**src/rtl/wdog_pkg.sv**
```systemverilog
package wdog_pkg;

  localparam int DATA_W  = 32;
  localparam int PRE_W   = 8;
  localparam int DIVC_W  = 2;
  localparam int DIVCNT_W = 7;

  localparam int B_RST_EN   = 0;
  localparam int B_IRQ_EN   = 2;
  localparam int B_DIV_LO   = 3;
  localparam int B_RUN      = 5;
  localparam int B_PRE_LO   = 8;
  localparam int B_DBG_MASK = 16;

  typedef enum logic [1:0] {
    A_CTRL   = 2'd0,
    A_RELOAD = 2'd1,
    A_COUNT  = 2'd2,
    A_ICLR   = 2'd3
  } wd_addr_e;

  typedef struct packed {
    logic              dbg_mask;
    logic [PRE_W-1:0]  presc;
    logic              run;
    logic [DIVC_W-1:0] div_code;
    logic              irq_en;
    logic              rst_en;
  } wd_ctl_t;

  // Control word -> fields
  function automatic wd_ctl_t ctl_from_word(input logic [DATA_W-1:0] w);
    wd_ctl_t c;
    c.rst_en   = w[B_RST_EN];
    c.irq_en   = w[B_IRQ_EN];
    c.div_code = w[B_DIV_LO +: DIVC_W];
    c.run      = w[B_RUN];
    c.presc    = w[B_PRE_LO +: PRE_W];
    c.dbg_mask = w[B_DBG_MASK];
    return c;
  endfunction

  // Fields -> control word, unused bits zero
  function automatic logic [DATA_W-1:0] ctl_to_word(input wd_ctl_t c);
    logic [DATA_W-1:0] w;
    w = '0;
    w[B_RST_EN]             = c.rst_en;
    w[B_IRQ_EN]             = c.irq_en;
    w[B_DIV_LO +: DIVC_W]   = c.div_code;
    w[B_RUN]                = c.run;
    w[B_PRE_LO +: PRE_W]    = c.presc;
    w[B_DBG_MASK]           = c.dbg_mask;
    return w;
  endfunction

  // Last state of the fixed divider: 16<<code minus one
  function automatic logic [DIVCNT_W-1:0] div_last(input logic [DIVC_W-1:0] code);
    logic [DIVCNT_W:0] len;
    len = (DIVCNT_W+1)'(16) << code;
    return DIVCNT_W'(len - 1'b1);
  endfunction

endpackage

```
**src/rtl/wdog_regs.sv**
```systemverilog
module wdog_regs
  import wdog_pkg::*;
#(
  parameter int CNT_W = 16
) (
  input  logic              clk,
  input  logic              rst_n,
  input  logic              wr,
  input  logic [1:0]        addr,
  input  logic [DATA_W-1:0] wdata,
  output wd_ctl_t           ctl,
  output logic [CNT_W-1:0]  reload,
  output logic              cnt_load,
  output logic              irq_clr
);

  wd_addr_e a;
  assign a = wd_addr_e'(addr);

  assign cnt_load = wr && (a == A_COUNT);
  assign irq_clr  = wr && (a == A_ICLR);

  always_ff @(posedge clk or negedge rst_n) begin
    if (!rst_n) begin
      ctl    <= '0;
      reload <= '1;
    end else if (wr) begin
      if (a == A_CTRL)   ctl    <= ctl_from_word(wdata);
      if (a == A_RELOAD) reload <= wdata[CNT_W-1:0];
    end
  end

  // a control write stores exactly the defined fields
  p_ctl_write_r2: assert property (@(posedge clk) disable iff (!rst_n)
    (wr && a == A_CTRL) |=> (ctl_to_word(ctl) == ($past(wdata) & ctl_to_word('1))));

endmodule

```
**src/rtl/wdog_tick.sv**
```systemverilog
module wdog_tick
  import wdog_pkg::*;
(
  input  logic              clk,
  input  logic              rst_n,
  input  logic              run,
  input  logic [PRE_W-1:0]  presc,
  input  logic [DIVC_W-1:0] div_code,
  output logic              tick
);

  logic [PRE_W-1:0]    pre_q;
  logic [DIVCNT_W-1:0] div_q;
  logic                pre_wrap;
  logic                div_wrap;

  assign pre_wrap = (pre_q == presc);
  assign div_wrap = (div_q == div_last(div_code));
  assign tick     = run && pre_wrap && div_wrap;

  always_ff @(posedge clk or negedge rst_n) begin
    if (!rst_n) begin
      pre_q <= '0;
      div_q <= '0;
    end else if (!run) begin
      pre_q <= '0;
      div_q <= '0;
    end else if (pre_wrap) begin
      pre_q <= '0;
      div_q <= div_wrap ? '0 : div_q + 1'b1;
    end else begin
      pre_q <= pre_q + 1'b1;
    end
  end

  // ticks are at least 16 cycles apart
  p_tick_gap_r3: assert property (@(posedge clk) disable iff (!rst_n)
    tick |=> !tick);

  // stopped divider restarts from zero
  p_stop_clears_r3: assert property (@(posedge clk) disable iff (!rst_n)
    !run |=> (pre_q == '0 && div_q == '0));

endmodule

```
**src/rtl/wdog_counter.sv**
```systemverilog
module wdog_counter #(
  parameter int CNT_W = 16
) (
  input  logic             clk,
  input  logic             rst_n,
  input  logic             tick,
  input  logic             load,
  input  logic [CNT_W-1:0] load_val,
  input  logic [CNT_W-1:0] reload,
  output logic [CNT_W-1:0] count,
  output logic             expire
);

  function automatic logic [CNT_W-1:0] next_count(
    input logic [CNT_W-1:0] cur, input logic [CNT_W-1:0] rld);
    return (cur == '0) ? rld : cur - 1'b1;
  endfunction

  assign expire = tick && !load && (count == '0);

  always_ff @(posedge clk or negedge rst_n) begin
    if (!rst_n)     count <= '1;
    else if (load)  count <= load_val;
    else if (tick)  count <= next_count(count, reload);
  end

  // expiry reloads
  p_reload_r4: assert property (@(posedge clk) disable iff (!rst_n)
    expire |=> (count == $past(reload)));

  // keepalive write wins
  p_keepalive_r5: assert property (@(posedge clk) disable iff (!rst_n)
    load |=> (count == $past(load_val)));

  // no tick, no load -> counter holds
  p_hold_r3: assert property (@(posedge clk) disable iff (!rst_n)
    (!tick && !load) |=> $stable(count));

endmodule

```
**src/rtl/wdog_dbgmask.sv**
```systemverilog
module wdog_dbgmask
  import wdog_pkg::*;
#(
  parameter int CNT_W = 16
) (
  input  logic              clk,
  input  logic              rst_n,
  input  logic              reg_wr,
  input  logic [1:0]        reg_addr,
  input  logic [DATA_W-1:0] reg_wdata,
  output logic [DATA_W-1:0] reg_rdata,
  input  logic              dbg_halt_ack,
  output logic              wd_irq,
  output logic              wd_rst_req
);

  wd_ctl_t          ctl;
  logic [CNT_W-1:0] reload;
  logic [CNT_W-1:0] count;
  logic             cnt_load;
  logic             irq_clr;
  logic             tick;
  logic             expire;
  logic             irq_set;
  logic             rst_set;
  logic             irq_pend_q;
  logic             rst_pulse_q;
  logic             out_gate;

  wdog_regs #(.CNT_W(CNT_W)) u_regs (
    .clk(clk), .rst_n(rst_n), .wr(reg_wr), .addr(reg_addr), .wdata(reg_wdata),
    .ctl(ctl), .reload(reload), .cnt_load(cnt_load), .irq_clr(irq_clr)
  );

  wdog_tick u_tick (
    .clk(clk), .rst_n(rst_n), .run(ctl.run), .presc(ctl.presc),
    .div_code(ctl.div_code), .tick(tick)
  );

  wdog_counter #(.CNT_W(CNT_W)) u_cnt (
    .clk(clk), .rst_n(rst_n), .tick(tick), .load(cnt_load),
    .load_val(reg_wdata[CNT_W-1:0]), .reload(reload),
    .count(count), .expire(expire)
  );

  assign irq_set  = expire && ctl.irq_en;
  assign rst_set  = expire && ctl.rst_en;
  assign out_gate = ctl.dbg_mask && dbg_halt_ack;

  always_ff @(posedge clk or negedge rst_n) begin
    if (!rst_n) begin
      irq_pend_q  <= 1'b0;
      rst_pulse_q <= 1'b0;
    end else begin
      rst_pulse_q <= rst_set;
      if (irq_set)      irq_pend_q <= 1'b1;
      else if (irq_clr) irq_pend_q <= 1'b0;
    end
  end

  assign wd_irq     = irq_pend_q  && !out_gate;
  assign wd_rst_req = rst_pulse_q && !out_gate;

  always_comb begin
    unique case (wd_addr_e'(reg_addr))
      A_CTRL:   reg_rdata = ctl_to_word(ctl);
      A_RELOAD: reg_rdata = DATA_W'(reload);
      A_COUNT:  reg_rdata = DATA_W'(count);
      default:  reg_rdata = '0;
    endcase
  end

  // pending interrupt survives until cleared
  p_irq_latch_r6: assert property (@(posedge clk) disable iff (!rst_n)
    (irq_pend_q && !irq_clr) |=> irq_pend_q);

  // set wins over clear
  p_set_wins_r6: assert property (@(posedge clk) disable iff (!rst_n)
    irq_set |=> irq_pend_q);

  // reset request lasts one cycle
  p_rst_pulse_r7: assert property (@(posedge clk) disable iff (!rst_n)
    wd_rst_req |=> !wd_rst_req);

  // masked debug halt silences both outputs
  p_mask_r8: assert property (@(posedge clk) disable iff (!rst_n)
    (ctl.dbg_mask && dbg_halt_ack) |-> (!wd_irq && !wd_rst_req));

  // no interrupt without enable
  p_no_irq_r9: assert property (@(posedge clk) disable iff (!rst_n)
    (!irq_pend_q && !(expire && ctl.irq_en)) |=> !irq_pend_q);

endmodule

```
**config.mk**
```make
export PLATFORM = sky130hd
export DESIGN_NAME = wdog_dbgmask
export DESIGN_NICKNAME = d
export VERILOG_FILES = /design/src/rtl/wdog_pkg.sv /design/src/rtl/wdog_regs.sv /design/src/rtl/wdog_tick.sv /design/src/rtl/wdog_counter.sv /design/src/rtl/wdog_dbgmask.sv
export SDC_FILE = /design/constraint.sdc
export NUM_CORES = 1
export LEC_CHECK = 0
export ABC_AREA = 1
export BUFFER_PORTS_ARGS = -buffer_cell sky130_fd_sc_hd__buf_4
export CORE_MARGIN = 1.5
export CORE_UTILIZATION = 57
export CTS_CLUSTER_SIZE = 28
export DETAILED_ROUTE_END_ITERATION = 6
export GPL_TIMING_DRIVEN = 0
export PLACE_DENSITY = 0.92
export RECOVER_POWER = 25
export REMOVE_ABC_BUFFERS = 1
export SETUP_SLACK_MARGIN = 0.3
export SLEW_MARGIN = 20
export SYNTH_ARGS = -nofsm -noshare
export SYNTH_HDL_FRONTEND = slang
export SYNTH_SLANG_ARGS = --single-unit
```
**constraint.sdc**
```tcl
create_clock -name clk -period 2.7 [get_ports clk]
set_input_delay 0.27 -clock clk [delete_from_list [all_inputs] [get_ports clk]]
set_output_delay 0.27 -clock clk [all_outputs]
set_load 0.1 [all_outputs]
```
======== Word level (Yosys, flattened, before mapping) ========
Cells that the tools add are included.
operators by class
  shifts and indexed selects .............. 1
  add/sub/neg operators ................... 4
  equality and inequality tests ........... 6
  reduce and logical (&&, ||, !) cells .... 19
  mux-type cells .......................... 11
operators by type and width
  operator               count
  $pmux 17 s3            1
  $mux 16                3
  $mux 7                 3
  $logic_not 16->1       1
  $mux 8                 2
  $sub 16x1->16 const B  1
  $logic_and 1x1->1      11
  $add 8x1->8 const B    1
  $eq 8x8->1             1
  $add 7x1->7 const B    1
  $eq 7x7->1             1
  $shl 5x2->7 const A    1
  $sub 7x1->7 const B    1
  $eq 2x2->1 const B     2
  $reduce_and 2->1       2
  $reduce_bool 2->1      2
  $eq 2x1->1 const B     1
  $logic_not 1->1        2
  $logic_not 2->1        1
  $mux 1                 2
  $ne 2x1->1 const B     1
word-level totals
  bits in registers ....................... 63

======== Logic depth before layout (Yosys ltp) ========
  depth in word-level cells ............... 8
  mapped depth ............................ 11

======== By module ========
From an unflattened synthesis, not the netlist that was laid out.
second synthesis, totals
  cells, all modules ...................... 624
  area, all modules ....................... 4,376.7 sq um
by module, submodules not included
  module        times used  area an instance (sq um)  cells each
  wdog_counter  1           1,432.6                   243
  wdog_regs     1           1,285.0                   138
  wdog_tick     1           1,028.5                   144
  wdog_dbgmask  1           630.6                     99

======== Worst setup path after synthesis ========
OpenSTA, ideal clock, no wires.
  kind .................................... input to output
  from .................................... input reg_addr[1]
  to ...................................... output reg_rdata[6]
  path buffers ............................ 1
  path slack .............................. -0.524 ns
  data arrival time ....................... 2.954 ns
  required time ........................... 2.430 ns
  stages .................................. 5
  path through ............................ inv_1 -> nor2_1 -> inv_1 -> clkbuf_1 -> o21ai_0
on the way
  longest elaborated chain between the ends .. 2
RTL lines
  what                                      line                source
  start, declared                           wdog_dbgmask.sv:9   input logic [1:0] reg_addr,
  $eq 2x2->1, or another cell as far along  wdog_dbgmask.sv:65  unique case (wd_addr_e'(reg_addr))
  $pmux 17 s3 (*)                           wdog_dbgmask.sv:65
  end, declared                             wdog_dbgmask.sv:11  output logic [DATA_W-1:0] reg_rdata,
Every way passes the cells marked *; elsewhere a longest branch is shown, timed or not.

======== Worst setup path in the final report ========
  from .................................... input reg_addr[1]
  to ...................................... output reg_rdata[10]
The elaborated chain is that of the path after synthesis.

==> results.toml <==
[worst_setup_path]
path_delay_family = "buffers and inverters"
critical_path.max_fanout = 12
start_kind = "input pin"
r2r_start = "u_tick.div_q[0]"
cp-end-kind = "output port"
critPathBufInv = 3
crit_path_frequent_cell = "buf_4"
cp_slowest_stage_delay_ps = 510
crit_required_ps = 2430
crit_cells = 5
worstSetupStartpoint = "reg_addr[1]"
path_class = "in2out"
cp.arrival_ps = 1850
r2r_cells = 8
path_cells = "buf_4 -> nor2_2 -> inv_1 -> o221ai_1 -> buf_4"
cp_slowest_cell = "nor2_2"

[synthesis]
synth-edff-count = 0
synth_area_um2 = 3930
synth.largest_area_cell = "dfstp_2"
synth_cell_types = 37
synthTopCellsByArea = "dfstp_2 21%, dfrtp_1 20%, nand2_1 18%"
yosysMostFrequentCell = "nand2_1"
postSynthAreaPerCell_um2 = 7.15
ys.flop_type = "dfstp_2"
synth-async-reset-ratio_pct = 100
synth_commonest_cells = "185 x nand2_1, 70 x inv_1, 43 x nor2_1, 43 x o21ai_0, 39 x nand3_1"
ys_warn_count = 0
syn_inst = 550
ys_seq_area_share_pct = 41.1
ys_ff_latch = 63
synth_top_area_share_pct = 21.4

[drt]
vias = 3746
first_iter_violations = 363
wirelength_um = 9890
viasPerCell = 5.56
route.detailed.drc = 0
routedWlPerCell_um = 14.7
ant_nets = 0
drtPass1Iterations = 5

[floorplan]
die_w_um = 86.1
core-area_um2 = 6720
io_pins = 72
initial_core_util_pct = 58.5
fp.dieArea_um2 = 7410
die_h_um = 86.1
rows = 30

[timing]
setup_slack_ps = 577
max_freq_mhz = 471
finalCriticalPeriod_ps = 2120
skew_ps = 11.9
report.final.slew_viol_count = 64
fin_crit_sh_pct = 78.6
max_slew.worst_pin.slew_ps = 1550
hold_viol = 0
setup_viol_count_final = 0
rsz0062_at_grt = "no"
maxSlewHeadroom_pct = -3.26

[min_path]
whs_path_depth = 3
hp-class = "in2reg"
min-delay-start = "reg_wdata[0]"

[job]
max_cap_violations = 1

[placement]
place_ws_ps = 86.1
place_congestion = 0.934
dpl.hpwl_um = 6840
io_buffers = 41
placed_area_um2 = 4220
place_inst = 658

[outcome]
violations = "capacitance limit, slew limit"
status = "finished, violations left"

[global_routing]
antenna_found_initial = 0
grt_max_degree = 64
grt_overflow = 0
grt_pass1_vias = 3433
track_usage_pct = 27.9
grt_first_pass_wirelength_um = 16100

[clock_network]
cts_tree = "done"
clock-sinks = 63
clock_latency_ps = 360
path_clk_slew_ps = 70
clk_path_buf_depth = 2
cts_max_level = 3
numCtsBuffers = 9
clockRootBuffer = "clkbuf_8"

[power_and_ir_drop]
p_per_area_nw_per_um2 = 793
power_uw = 3540
peakVddDrop_mv = 0.497
p_leak_uw = 0.00223

[final_layout]
register_area_um2 = 1620
layout-drive-gt1-share_pct = 18.9
final_cells = 674
antennaDiodeCount = 0
area_growth_pct = 13.6
final_nets = 631
final_area_um2 = 4470
num-fill-cells = 585
multi_input_area_um2 = 1920
-- kinds of logic (layout without fill, tap and decap cells) --
logic type	Yosys count	after routing	share of synthesized area, %
fa+ha+maj	4	4	1.27
mux	1	1	0.286
other cells	1	15	0.0954
xor+xnor	8	8	1.78
simple gates	294	294	32.3
buf+inv	102	132	11.5
compound gates	77	77	11.7
flops	63	63	41.1
-- state kept, by name, summed over array words and instances (netlist names) --
register and flops:
u_tick.div_q 7, u_regs.reload 16, rst_pulse_q 1, irq_pend_q 1, u_regs.ctl 14, u_tick.pre_q 8, u_cnt.count 16
-- what timing repair did --
item / CTS / global route
resized for setup: 1 / 1
buffers inserted: 0 / 0
hold buffers: 0 / 0
cloned: 0 / 0
endpoints found under the setup margin: 2 / 5
-- per-layer routing --
layer / GRT usage, % / vias up / wire, um
met5: 0 / - / 0
met4: 8.06 / 0 / 145
met3: 4.91 / 16 / 633
met2: 47.9 / 144 / 4730
met1: 36.3 / 1781 / 4380
li1: - / 1805 / -
-- layout by cell type, fill, tap and decap left out, types with 2 or more instances in the layout --
cell type | Yosys | layout
nor2_2 | 2 | 2
o31ai_1 | 2 | 2
o221ai_1 | 11 | 11
inv_1 | 70 | 70
xor2_1 | 7 | 7
ha_1 | 4 | 4
nor2_1 | 43 | 42
a21oi_1 | 6 | 6
nand2_1 | 185 | 185
nand3_1 | 39 | 39
nor3_1 | 4 | 4
bufinv_16 | 0 | 2
o211ai_1 | 5 | 5
dfrtp_1 | 31 | 31
inv_2 | 5 | 5
nand3_2 | 5 | 5
dfstp_2 | 32 | 32
clkbuf_8 | 0 | 12
buf_4 | 16 | 40
nand3b_1 | 2 | 2
nand4_1 | 4 | 4
o21ai_0 | 43 | 43
a21boi_0 | 2 | 2
conb_1 | 1 | 15
o22ai_1 | 6 | 6
nand2_2 | 4 | 4
-- worst reg2reg max path: cells and delay by family, from the launching register on --
family / cells / cell delay (ps)
compound gates: 1 / 170
fa+ha+maj: 1 / 190
flops: 1 / 390
simple gates: 6 / 1300
-- power breakdown --
group	total [uW]	switching [uW]	internal [uW]
clock network	985	388	597
registers	1300	137	1160
logic	1260	937	325
-- cell type report --
class / instances / share of cell area, %
Clock inverter: 4 / 1.71
Inverter: 75 / 6.30
Timing Repair Buffer: 41 / 6.83
Sequential cell: 63 / 36.2
Clock buffer: 12 / 3.70
Multi-Input combinational cell: 399 / 43.1
Tap cell: 80 / 2.24
-- worst paths after layout --
check | end | slack [ps]
min | u_cnt.count[0] | 140
max in group asynchronous | u_regs.ctl[13] | 1460
min in group asynchronous | u_tick.pre_q[5] | 270
max reg2reg | rst_pulse_q | 600
min reg2reg | irq_pend_q | 490
max | reg_rdata[10] | 580
-- metrics by stage --
stage	TNS [ps]	hold WS, ps	util (%)
detailed placement	0	401	62.8
floorplan	-753	-25.6	-
finish	0	144	66.5
global placement	0	395	62.8
global route	0	144	66.5
CTS	0	27.9	66.5
Note: power is estimated with default switching activity, not from simulation.
